==> src/rtl/rsup_pkg.sv <==
package rsup_pkg;

    typedef enum logic [1:0] {
        SUP_PULSE = 2'd0,
        SUP_HOLD  = 2'd1,
        SUP_RUN   = 2'd2
    } sup_state_e;

    localparam int unsigned SYNC_STAGES = 2;

    function automatic longint unsigned ms_to_cycles(longint unsigned hz, longint unsigned ms);
        return (hz / 64'd1000) * ms;
    endfunction

    function automatic int unsigned cnt_width(longint unsigned n);
        return (n < 64'd2) ? 1 : $clog2(n);
    endfunction

endpackage

==> src/rtl/rsup_sync.sv <==
module rsup_sync #(
    parameter int unsigned WIDTH  = 2,
    parameter int unsigned STAGES = 2
) (
    input  logic             clk,
    input  logic             srst,
    input  logic [WIDTH-1:0] d,
    output logic [WIDTH-1:0] q
);
    localparam int unsigned CHAIN_W = WIDTH * STAGES;

    logic [CHAIN_W-1:0] chain;

    generate
        if (STAGES == 1) begin : g_single
            always_ff @(posedge clk) begin
                if (srst) chain <= '0;
                else      chain <= d;
            end
        end else begin : g_multi
            always_ff @(posedge clk) begin
                if (srst) chain <= '0;
                else      chain <= {chain[CHAIN_W-WIDTH-1:0], d};
            end
        end
    endgenerate

    assign q = chain[CHAIN_W-1 -: WIDTH];

endmodule

==> src/rtl/rsup_stretch.sv <==
module rsup_stretch
    import rsup_pkg::*;
#(
    parameter int unsigned RST_CYC = 10_000_000
) (
    input  logic clk,
    input  logic srst,
    input  logic uv_i,
    input  logic trip_i,
    output logic rst_o,
    output logic hold_o,
    output logic run_o
);
    localparam int unsigned CW = cnt_width(64'(RST_CYC));
    localparam logic [CW-1:0] LAST = CW'(RST_CYC - 1);

    sup_state_e    state;
    logic [CW-1:0] cnt;

    always_ff @(posedge clk) begin
        if (srst) begin
            state <= SUP_PULSE;
            cnt   <= '0;
        end else begin
            unique case (state)
                SUP_PULSE: begin
                    if (uv_i) begin
                        state <= SUP_HOLD;
                        cnt   <= '0;
                    end else if (cnt == LAST) begin
                        state <= SUP_RUN;
                        cnt   <= '0;
                    end else begin
                        cnt <= cnt + 1'b1;
                    end
                end
                SUP_HOLD: begin
                    cnt <= '0;
                    if (!uv_i) state <= SUP_PULSE;
                end
                SUP_RUN: begin
                    cnt <= '0;
                    if (uv_i)        state <= SUP_HOLD;
                    else if (trip_i) state <= SUP_PULSE;
                end
                default: begin
                    state <= SUP_PULSE;
                    cnt   <= '0;
                end
            endcase
        end
    end

    assign rst_o  = (state != SUP_RUN);
    assign hold_o = (state == SUP_HOLD);
    assign run_o  = (state == SUP_RUN);

    AST_PULSE_NOT_SHORT: assert property (@(posedge clk) disable iff (srst)
        $rose(rst_o) |=> rst_o);
    AST_HOLD_WHILE_LOW: assert property (@(posedge clk) disable iff (srst)
        (hold_o && uv_i) |=> hold_o);

endmodule

==> src/rtl/rsup_wdog.sv <==
module rsup_wdog
    import rsup_pkg::*;
#(
    parameter int unsigned WDT_CYC = 20_000_000
) (
    input  logic clk,
    input  logic srst,
    input  logic run_i,
    input  logic stb_i,
    output logic trip_o,
    output logic fault_o
);
    localparam int unsigned CW = cnt_width(64'(WDT_CYC));
    localparam logic [CW-1:0] LAST = CW'(WDT_CYC - 1);

    logic          stb_d;
    logic          rise;
    logic [CW-1:0] cnt;
    logic          fault_q;

    assign rise   = stb_i & ~stb_d;
    assign trip_o = run_i & ~rise & (cnt == LAST);

    always_ff @(posedge clk) begin
        if (srst) begin
            stb_d   <= 1'b0;
            cnt     <= '0;
            fault_q <= 1'b0;
        end else begin
            stb_d <= stb_i;
            if (!run_i || rise || trip_o) cnt <= '0;
            else                          cnt <= cnt + 1'b1;
            if (trip_o)    fault_q <= 1'b1;
            else if (rise) fault_q <= 1'b0;
        end
    end

    assign fault_o = fault_q;

    AST_FAULT_STICKY: assert property (@(posedge clk) disable iff (srst)
        (fault_q && !rise) |=> fault_q);
    AST_FEED_NO_TRIP: assert property (@(posedge clk) disable iff (srst)
        rise |=> !trip_o);

endmodule

==> src/rtl/rsup_top.sv <==
module rsup_top
    import rsup_pkg::*;
#(
    parameter int unsigned CLK_HZ = 200_000_000,
    parameter int unsigned RST_MS = 50,
    parameter int unsigned WDT_MS = 100
) (
    input  logic clk,
    input  logic pwr_ok,
    input  logic uv_flag,
    input  logic loop_strobe,
    output logic sys_rst,
    output logic alarm
);
    localparam int unsigned RST_CYC = int'(ms_to_cycles(64'(CLK_HZ), 64'(RST_MS)));
    localparam int unsigned WDT_CYC = int'(ms_to_cycles(64'(CLK_HZ), 64'(WDT_MS)));

    logic       srst;
    logic [1:0] raw_in;
    logic [1:0] syn_in;
    logic       uv_s;
    logic       stb_s;
    logic       trip;
    logic       hold;
    logic       run;
    logic       fault;

    assign srst   = ~pwr_ok;
    assign raw_in = {uv_flag, loop_strobe};

    rsup_sync #(.WIDTH(2), .STAGES(SYNC_STAGES)) u_sync (
        .clk  (clk),
        .srst (srst),
        .d    (raw_in),
        .q    (syn_in)
    );

    assign uv_s  = syn_in[1];
    assign stb_s = syn_in[0];

    rsup_stretch #(.RST_CYC(RST_CYC)) u_stretch (
        .clk    (clk),
        .srst   (srst),
        .uv_i   (uv_s),
        .trip_i (trip),
        .rst_o  (sys_rst),
        .hold_o (hold),
        .run_o  (run)
    );

    rsup_wdog #(.WDT_CYC(WDT_CYC)) u_wdog (
        .clk     (clk),
        .srst    (srst),
        .run_i   (run),
        .stb_i   (stb_s),
        .trip_o  (trip),
        .fault_o (fault)
    );

    assign alarm = hold | fault;

    AST_UV_FORCES_RST: assert property (@(posedge clk) disable iff (srst)
        uv_s |=> (sys_rst && alarm));
    AST_TRIP_FORCES_RST: assert property (@(posedge clk) disable iff (srst)
        trip |=> (sys_rst && alarm));
    AST_RUN_NOT_SHORT: assert property (@(posedge clk) disable iff (srst)
        $fell(sys_rst) |=> !sys_rst);
    AST_CLEAR_ON_PWR: assert property (@(posedge clk)
        !pwr_ok |=> (sys_rst && !alarm));

endmodule

==> config.mk <==
export PLATFORM = sky130hd
export DESIGN_NAME = rsup_top
export DESIGN_NICKNAME = d
export VERILOG_FILES = /design/src/rtl/rsup_pkg.sv /design/src/rtl/rsup_sync.sv /design/src/rtl/rsup_stretch.sv /design/src/rtl/rsup_wdog.sv /design/src/rtl/rsup_top.sv
export SDC_FILE = /design/constraint.sdc
export NUM_CORES = 1
export LEC_CHECK = 0
export BUFFER_PORTS_ARGS = -buffer_cell sky130_fd_sc_hd__clkbuf_2
export CORE_UTILIZATION = 66
export DETAILED_ROUTE_END_ITERATION = 12
export PLACE_DENSITY = 0.83
export SETUP_SLACK_MARGIN = 0.02
export SLEW_MARGIN = 5
export SYNTH_ARGS = -nofsm -noshare
export SYNTH_HDL_FRONTEND = slang
export SYNTH_SLANG_ARGS = --single-unit
==> constraint.sdc <==
create_clock -name clk -period 3.6 [get_ports clk]
set_clock_uncertainty 0.1 [all_clocks]
set_input_delay 0.18 -clock clk [delete_from_list [all_inputs] [get_ports clk]]
set_output_delay 0.18 -clock clk [all_outputs]
set_load 0.02 [all_outputs]
# Word-level counts from Yosys, hierarchy flattened
# Cells that the tools add are included.
[word_totals]
mem_bits_ro = 0
input_bits = 4
ramBits = 0
register_bits = 57
output_inout_bits = 2
latch_bits = 0
word_cells = 40
n_memories = 0
[op_classes]
n_lt_le_gt_ge = 0
n_bitwise = 8
n_div = 0
n_mux = 8
n_mul = 0
n_reduce_logical = 8
n_eq_ne = 8
add_sub_neg = 2
shift = 0
[ops]
columns = ["operator", "count"]
rows = [
  ["25-bit by 1-bit adder with 25-bit output, second input constant", 1],
  ["25-bit equality test, second input constant", 1],
  ["24-bit by 1-bit adder with 24-bit output, second input constant", 1],
  ["24-bit equality test, second input constant", 1],
  ["2-bit two-way mux", 5],
  ["2-bit case mux with 3 select lines", 1],
  ["2-bit inequality test, second input constant", 2],
  ["1-bit inverter", 4],
  ["4-bit OR reduction", 1],
  ["1-bit AND", 3],
  ["3-bit by 2-bit inequality test with 1-bit output, second input constant", 1],
  ["3-bit inequality test, second input constant", 1],
  ["3-bit AND reduction", 1],
  ["2-bit by 1-bit equality test with 1-bit output, second input constant", 1],
  ["2-bit equality test, second input constant", 1],
  ["2-bit zero test", 1],
  ["1-bit logical OR", 2],
  ["1-bit two-way mux", 2],
  ["2-bit nonzero test", 1],
  ["2-bit OR reduction", 1],
  ["1-bit zero test", 1],
  ["1-bit OR", 1],
]

# Longest topological paths before layout
# Gate-level depths: netlist (run 1).
[depth]
ltp_word = 8
mapped_depth = 6
depth_no_buf = 5

# By module
# Synthesis (run 1) repeated with hierarchy kept, for this count alone.
[hier_totals]
cells_unflattened = 332
area_unflattened_um2 = 2796.4
[modules_own_cells]
columns = ["mod", "cells_per_inst", "n_inst", "seq_area_each_um2", "area_each_um2"]
rows = [
  ["rsup_wdog", 176, 1, 540.5, 1406.3],
  ["rsup_stretch", 144, 1, 520.5, 1260.0],
  ["rsup_sync", 10, 1, 80.1, 120.1],
  ["rsup_top", 2, 1, 0.0, 10.0],
]

# Least setup slack after synthesis (run 1)
# No wires, ideal clock.
[synth_path]
path_kind = "reg-to-reg"
startpoint = "reg u_wdog.cnt[0]"
endpoint = "reg u_wdog.cnt[22]"
arrival_ps = 1537
period_less_slack_ps = 1707
path_buffers = 0
path_stages_with_launch = 6
setup_slack_ps = 1893
cell_sequence = "dfxtp_1 -> ha_1 -> and4_1 -> nand4_1 -> or4_1 -> a21oi_1"
[synth_via]
elab_chain_len = 4
[synth_rtl]
columns = ["element", "line", "rtl"]
rows = [
  ["start, declared", "rsup_wdog.sv:18", "logic [CW-1:0] cnt;"],
  ["start signal, assigned", "rsup_wdog.sv:32", "else cnt <= cnt + 1'b1;"],
  ["branches (longest 4 deep; another with 25-bit by 1-bit adder with 25-bit output)", "n/a", ""],
]
# Parallel ways; which one is timed is not known.
# A chain may end at the register's enable or synchronous reset.

# Final worst setup path (run 1)
[layout_path]
startpoint = "reg u_stretch.cnt[2]"
endpoint = "reg u_stretch.cnt[15]"
[layout_via]
elab_chain_len = 2
[layout_rtl]
columns = ["element", "line", "rtl"]
rows = [
  ["start, declared", "rsup_stretch.sv:18", "logic [CW-1:0] cnt;"],
  ["start signal, assigned", "rsup_stretch.sv:34", "cnt <= cnt + 1'b1;"],
  ["branches (longest 2 deep; another with 24-bit by 1-bit adder with 24-bit output)", "n/a", ""],
]
# Parallel ways; which one is timed is not known.

==> results of run 1 <==
[power by group]
group          switching [mW]  internal (mW)
Clock                   0.237          0.245
Combinational          0.0145        0.00930
Sequential            0.00288          0.636
[metal layers]
metal | vias to the layer above | share of wire, %
met5 | - | 0
met4 | 0 | 2.0
met3 | 10 | 3.6
met2 | 41 | 43
met1 | 1019 | 52
li1 | 1117 | -
[worst reg2reg max path: cells and delay by family (launching register included)]
kind,cells,cell delay (ns)
AND/OR/NAND/NOR,2,0.63
AO/OA/AOI/OAI,2,1.11
flip-flops,1,0.43
[flip-flops by register name (all words and copies together), names as in the netlist]
name and cells:
u_sync.chain 4, u_wdog.fault_o 1, u_stretch.state 2, u_stretch.cnt 24
u_wdog.stb_d 1, u_wdog.cnt 25
[cell families (layout without fill, tap and decap cells)]
family          count (synthesis)  count (layout)  synth area share [%]
buf+inv                        19              30                  4.08
compound gates                 51              51                  11.9
xor+xnor                       23              23                  7.55
simple gates                  147             147                  32.7
flops                          57              57                  42.8
fa+ha+maj                       2               2                 0.938
[final timing paths]
| kind | from | end | slack (ns) | cells after the start |
|---|---|---|---|---|
| setup / recovery | u_stretch.cnt[2]$_SDFF_PP0_ | u_stretch.cnt[15]$_SDFF_PP0_ | 1.24 | 4 |
| hold / removal | pwr_ok | u_stretch.state[0]$_SDFFE_PN0P_ | 0.05 | 3 |
| setup reg to reg | u_stretch.cnt[2]$_SDFF_PP0_ | u_stretch.cnt[15]$_SDFF_PP0_ | 1.24 | 4 |
| hold reg to reg | u_sync.chain[3]$_SDFF_PN0_ | u_stretch.state[0]$_SDFFE_PN0P_ | 0.33 | 2 |
[cells in the final DEF, fill, tap and decap left out, types with 2 or more instances in the layout]
cell                            synthesis  final
sky130_fd_sc_hd__and2_1                 8      8
sky130_fd_sc_hd__nand2_1               18     18
sky130_fd_sc_hd__inv_1                  7      7
sky130_fd_sc_hd__a21oi_1               23     23
sky130_fd_sc_hd__o21ai_0               12     12
sky130_fd_sc_hd__nor4b_1                2      2
sky130_fd_sc_hd__nor3b_1                2      2
sky130_fd_sc_hd__and4_1                11     11
sky130_fd_sc_hd__ha_1                   2      2
sky130_fd_sc_hd__or4_1                 10     10
sky130_fd_sc_hd__o31ai_1                9      9
sky130_fd_sc_hd__or3_1                  9      9
sky130_fd_sc_hd__nor2_1                27     27
sky130_fd_sc_hd__and3_1                 7      7
sky130_fd_sc_hd__nand2b_1               2      2
sky130_fd_sc_hd__dlygate4sd3_1          0      2
sky130_fd_sc_hd__clkbuf_8               0      9
sky130_fd_sc_hd__xor2_1                17     17
sky130_fd_sc_hd__nand4_1               11     11
sky130_fd_sc_hd__clkinv_2               0      4
sky130_fd_sc_hd__nand3_1               23     23
sky130_fd_sc_hd__clkbuf_2               0      5
sky130_fd_sc_hd__nor4_1                 5      5
sky130_fd_sc_hd__clkbuf_1               2      3
sky130_fd_sc_hd__nor3_1                 2      2
sky130_fd_sc_hd__nand4_2                2      2
sky130_fd_sc_hd__xnor2_1                6      6
sky130_fd_sc_hd__dfxtp_1               57     57
[metrics by stage]
| step | instances | total power, mW | utilization (%) |
|---|---|---|---|
| global route | 358 | 1.18 | 75.4 |
| CTS | 358 | 1.15 | 75.4 |
| floorplan | 299 | 0.671 | - |
| global placement | 340 | 0.673 | 70.8 |
| detailed placement | 340 | 0.674 | 70.8 |
| finish | 358 | 1.14 | 75.4 |
[final cells by class]
class | instances | share of cell area [%]
multi-input cells | 223 | 49.8
repair buffers | 7 | 1.58
flip-flops and latches | 57 | 40.1
clock buffers | 12 | 4.75
clock inverters | 4 | 0.704
inverters | 7 | 0.923
well taps | 48 | 2.11
==> reports/metrics.csv, run 1 <==
stage,metric,value,unit
yosys,library cell with the highest instance count after synthesis,sky130_fd_sc_hd__dfxtp_1,
final_layout,layout overhead on the synthesized area,6.66,%
final_layout,Final Net Count,311,
hold_path,Min-Delay Path Class,input port to flop,
critical_path,Required @ worst endpoint,3.73,ns
yosys,top post-synthesis cells by count,"sky130_fd_sc_hd__dfxtp_1, sky130_fd_sc_hd__nor2_1, sky130_fd_sc_hd__a21oi_1, sky130_fd_sc_hd__nand3_1, sky130_fd_sc_hd__nand2_1",
routing,overall via count from detail_route,2187,
power_and_ir_drop,worst IR drop on VDD,0.000313,V
sta,share of the clock period used by the worst path,65.6,%
sta,Setup TNS Final,0,ns
placement,"Cell Area, Placed",2670,um^2
die,Boundary Pins,6,
yosys,register area share after synthesis,42.8,%
global_route,overall overflow remaining after global route,0,
yosys,"EDFF count, synth",0,
global_route,vias in the first global route,1989,
die,die area,4300,um^2
clock_tree,insertion delay to the later sink of the worst-skew pair,0.33,ns
sta,Tmin final,2.36,ns
die,number of cell rows,22,
sta,Worst Max-Slew Pin Slew,1.01,ns
routing,final wirelength,5150,um
yosys,Most used DFF post-synth,sky130_fd_sc_hd__dfxtp_1,
run,maximum capacitance violations,0,
final_layout,fill count,261,
routing,post-detailed-route DRC marker count,0,
critical_path,CP Max Fanout,24,
critical_path,arrival time worst endpoint,2.49,ns
critical_path,Top Family by Delay on Critical Path,compound AO/OA/AOI/OAI gates,
yosys,Synth area leaders,"sky130_fd_sc_hd__dfxtp_1, sky130_fd_sc_hd__xor2_1, sky130_fd_sc_hd__a21oi_1",
critical_path,WP buf/inv,0,
sta,Max Fclk,423,MHz
routing,drt first pass iters,4,
yosys,Yosys warnings,0,
critical_path,element type at the critical path end,flop,
routing,vias per std cell,6.11,
placement,count of port buffers added during placement,5,
sta,number of hold violations in the final report,0,
sta,smallest setup slack after layout,1.24,ns
sta,setup repair after global routing missed its margin,false,
global_route,"Most Used Layer, Global Route",met2,
yosys,async set or reset register ratio after synthesis,0,%
yosys,most area-hungry cell type in the Yosys netlist,sky130_fd_sc_hd__dfxtp_1,
global_route,GRT Overall Usage,27.4,%
routing,Detailed Route Iter0 Violations,154,
clock_tree,Resized cells post-CTS,0,
sta,count of pins over their slew limit,0,
final_layout,Antenna Cells,0,
sta,endpoints failing setup,0,
die,die width,65.6,um
yosys,area fraction of the dominant cell type after synthesis,42.8,%
die,Die Y-Extent,65.6,um
global_route,initial antenna violation count,0,
critical_path,Max stage delay on crit path,0.84,ns
critical_path,standard cell with the maximum stage delay on the critical path,sky130_fd_sc_hd__o21ai_2,
placement,Post-Place Setup Slack,1.34,ns
clock_tree,TritonCTS sink count,57,
sta,Worst slew margin,32.6,%
global_route,maximum number of pins on one net before global-route repair,25,
yosys,synthesized instance count,299,
clock_tree,post-cts hold buffer count,2,
clock_tree,Clock Root Buffer,sky130_fd_sc_hd__clkbuf_8,
clock_tree,maximum level of the CTS H-tree,3,
global_route,global-route met3 utilization,5.21,%
routing,Avg WL per Cell,14.4,um
clock_tree,clock input transition at the sequential cells of the worst setup and hold paths,0.06,ns
yosys,average instance area after synthesis,8.92,um^2
clock_tree,maximum buffer depth of the clock tree,2,
placement,post-DP HPWL,3400,um
clock_tree,TritonCTS clock tree,built,
power_and_ir_drop,Pwr per Cell Area,402,nW/um^2
routing,antenna-violating nets left,0,
critical_path,class of the most critical setup path,flop to flop,
yosys,count of cell types in the netlist,41,
critical_path,ordered cell list for the critical path,and4_1 > nand4_1 > o21ai_2 > o21ba_2,
final_layout,sequential cell area,1140,um^2
critical_path,crit start category,flop,
power_and_ir_drop,static leakage power,0.925,nW
die,effective utilization at floorplan,70.7,%
outcome,outcome,"complete, no violations",
clock_tree,number of buffers added by the clock tree synthesis step,9,
final_layout,share of post-route cells with drive strength above 1,8.71,%
global_route,global routing usage on met2,39.6,%
yosys,flop and latch count out of synthesis,57,
final_layout,final instance area,2850,um^2
sta,hold_ws,0.0523,ns
global_route,met1 routing resource usage after global routing,38.5,%
die,area of the core,3770,um^2
clock_tree,post-CTS repair timing setup buffer count,0,
yosys,Post-Synthesis Net Count,305,
global_route,wire length of the first global-routing pass,8870,um
placement,routability congestion estimate from global placement,0.873,
final_layout,area used by multi-input combinational logic,1420,um^2
yosys,cell area after technology mapping,2670,um^2
(Power assumes the default switching activity.)
==> run 2, diff against run 1 <==
Settings changed: CORE_UTILIZATION 66 to 55, PLACE_DENSITY 0.83 to 0.74.
Clock period 3.6 ns to 2 ns, I/O delays scaled along.
==> run 2 against run 1 <==
  * Combinational power up 130%
  * Non-clock buffer count increased by 20
  * Clock power increased by 96%
  * Sequential power rose by 80%
  * Largest cell class unchanged
  * Sequential share of layout area fell by 2.5 points
  * Power increased by 88%
  * Cell count grew 6.7%
  * Setup slack worse by 1.1 ns
==> reports/metrics.csv, run 2 (synthesis results as in run 1) <==
stage,metric,value,unit,change
sta,Setup TNS Final,0,ns,unchanged
die,Die Y-Extent,71.6,um,was 65.6 um
sta,Max Fclk,537,MHz,was 423 MHz
power_and_ir_drop,worst IR drop on VDD,0.000603,V,was 0.000313 V
global_route,initial antenna violation count,0,,unchanged
global_route,global-route met3 utilization,6.33,%,was 5.21%
routing,overall via count from detail_route,2271,,was 2187
die,die width,71.6,um,was 65.6 um
critical_path,class of the most critical setup path,flop to flop,,unchanged
routing,drt first pass iters,4,,unchanged
global_route,overall overflow remaining after global route,0,,unchanged
run,maximum capacitance violations,0,,unchanged
critical_path,Required @ worst endpoint,2.16,ns,was 3.73 ns
clock_tree,TritonCTS clock tree,built,,unchanged
sta,count of pins over their slew limit,0,,unchanged
final_layout,Final Net Count,331,,was 311
global_route,wire length of the first global-routing pass,9290,um,was 8870 um
critical_path,Critical path origin,u_wdog.cnt[0]$_SDFF_PP0_,,was u_stretch.cnt[2]$_SDFF_PP0_
power_and_ir_drop,Pwr per Cell Area,708,nW/um^2,was 402 nW/um^2
sta,Tmin final,1.86,ns,was 2.36 ns
final_layout,share of post-route cells with drive strength above 1,13.9,%,was 8.71%
critical_path,element type at the critical path end,flop,,unchanged
sta,Worst slew margin,71.9,%,was 32.6%
global_route,maximum number of pins on one net before global-route repair,16,,was 25
clock_tree,number of buffers added by the clock tree synthesis step,9,,unchanged
routing,antenna-violating nets left,0,,unchanged
clock_tree,clock input transition at the sequential cells of the worst setup and hold paths,0.06,ns,about the same
placement,Post-Place Cells,360,,was 340
clock_tree,insertion delay to the later sink of the worst-skew pair,0.33,ns,about the same
final_layout,Regs by FF count,"u_wdog.cnt: 25 flops, u_stretch.cnt: 24 flops, u_sync.chain: 4 flops",,unchanged
routing,vias per std cell,5.95,,was 6.11
final_layout,highest-count cells in the layout ignoring fill and taps,"sky130_fd_sc_hd__dfxtp_1, sky130_fd_sc_hd__nor2_1, sky130_fd_sc_hd__nand3_1, sky130_fd_sc_hd__a21oi_1, sky130_fd_sc_hd__nand2_1",,unchanged
routing,final wirelength,5360,um,was 5150 um
global_route,met1 routing resource usage after global routing,33.5,%,was 38.5%
die,Boundary Pins,6,,unchanged
placement,count of port buffers added during placement,5,,unchanged
sta,smallest setup slack after layout,0.139,ns,was 1.24 ns
final_layout,"flip-flop count of the largest register, all copies and words added",25,,unchanged
die,area of the core,4500,um^2,was 3770 um^2
global_route,GRT Overall Usage,23.5,%,was 27.4%
critical_path,R2R setup slack,0.14,ns,was 1.24 ns
critical_path,arrival time worst endpoint,2.02,ns,was 2.49 ns
placement,routability congestion estimate from global placement,0.871,,was 0.873
die,number of cell rows,24,,was 22
clock_tree,maximum buffer depth of the clock tree,2,,unchanged
sta,share of the clock period used by the worst path,93.0,%,was 65.6%
critical_path,ordered cell list for the critical path,ha_1 > and4_1 > nand4_1 > or4_1 > a21oi_1,,was and4_1 > nand4_1 > o21ai_2 > o21ba_2
final_layout,Antenna Cells,0,,unchanged
routing,Avg WL per Cell,14.0,um,was 14.4 um
final_layout,number of standard cells in the final layout excluding fillers,382,,was 358
final_layout,layout overhead on the synthesized area,13.7,%,was 6.66%
critical_path,Max stage delay on crit path,0.47,ns,was 0.84 ns
die,die area,5130,um^2,was 4300 um^2
outcome,outcome,"complete, no violations",,unchanged
clock_tree,TritonCTS sink count,57,,unchanged
routing,post-detailed-route DRC marker count,0,,unchanged
power_and_ir_drop,static leakage power,1.04,nW,was 0.925 nW
hold_path,worst hold start,u_sync.chain[3]$_SDFF_PN0_,,was pwr_ok
global_route,"Most Used Layer, Global Route",met1,,was met2
routing,Detailed Route Iter0 Violations,169,,was 154
critical_path,reg-to-reg startpoint,u_wdog.cnt[0]$_SDFF_PP0_,,was u_stretch.cnt[2]$_SDFF_PP0_
placement,Post-Place Setup Slack,0.118,ns,was 1.34 ns
die,effective utilization at floorplan,59.2,%,was 70.7%
global_route,vias in the first global route,2015,,was 1989
hold_path,Min-Delay Path Class,flop to flop,,was input port to flop
global_route,global routing usage on met2,33.2,%,was 39.6%
final_layout,Top reg by flops,u_wdog.cnt,,unchanged
sta,endpoints failing setup,0,,unchanged
final_layout,most common library cell in the layout ignoring fill and taps,sky130_fd_sc_hd__dfxtp_1,,unchanged
critical_path,standard cell with the maximum stage delay on the critical path,sky130_fd_sc_hd__or4_1,,was sky130_fd_sc_hd__o21ai_2
placement,post-DP HPWL,3610,um,was 3400 um
sta,number of hold violations in the final report,0,,unchanged
critical_path,CP Max Fanout,7,,was 24
clock_tree,maximum level of the CTS H-tree,3,,unchanged
critical_path,crit start category,flop,,unchanged
sta,setup repair after global routing missed its margin,false,,unchanged
sta,Worst Max-Slew Pin Slew,0.418,ns,was 1.01 ns
power_and_ir_drop,total power draw,2.15,mW,was 1.14 mW
clock_tree,Clock Root Buffer,sky130_fd_sc_hd__clkbuf_8,,unchanged
final_layout,share of the core filled with cells,67.3,%,was 75.4%
[run 2: changes by cell type in the layout (fill, tap and decap cells not counted), sizes merged]
cell         before  now
buf               0   17
clkinv            4    3
dlygate4sd3       2    5
clkbuf           17   18
[run 2: where the power goes]
part / total, mW / internal [mW] / switching [mW]
logic: 0.0548 / 0.0262 / 0.0286
registers: 1.15 / 1.14 / 0.00486
clock network: 0.944 / 0.511 / 0.432
[run 2: final cells by class]
type / count / area [um^2]
multi-input cells: 223 / 1420
repair buffers: 27 / 203
clock buffers: 13 / 159
inverters: 7 / 26.3
well taps: 52 / 65.1
fillers: 349 / 1470
flip-flops and latches: 57 / 1140
clock inverters: 3 / 15.0
[run 2: worst max-delay path: cells and delay by family, from the launching register on]
family | cells | cell delay, ns
adders and majority gates | 1 | 0.20
AOI/OAI and AO/OA | 1 | 0.15
DFF | 1 | 0.39
and+or+nand+nor | 3 | 0.96
[run 2: stage by stage]
step,instance area (um^2),hold WS [ns]
final,3030,0.333
after global routing,3030,0.355
after CTS,3020,0.336
after detailed placement,2800,0.216
after global placement,2800,0.209
after floorplan,2670,0.122
[run 2: routing by layer]
layer  routed length [um]  part of all wire [%]
met1                 2790                    52
met2                 2300                    43
met3                  190                   3.5
met4                   76                   1.4
met5                    0                     0
[run 2: final timing paths]
kind / end / depth (start not counted)
worst max register to register: u_wdog.cnt[22]$_SDFF_PP0_ / 5
worst min-delay path: u_stretch.state[0]$_SDFFE_PN0P_ / 2
worst min register to register: u_stretch.state[0]$_SDFFE_PN0P_ / 2
worst max-delay path: u_wdog.cnt[22]$_SDFF_PP0_ / 5
[run 2: repair_timing]
item	4_1_cts	5_1_grt
gates resized for setup	0	1
hold buffers	5	0
endpoints found under the setup margin	0	4
hold endpoints to repair	8	0
buffers inserted	0	1
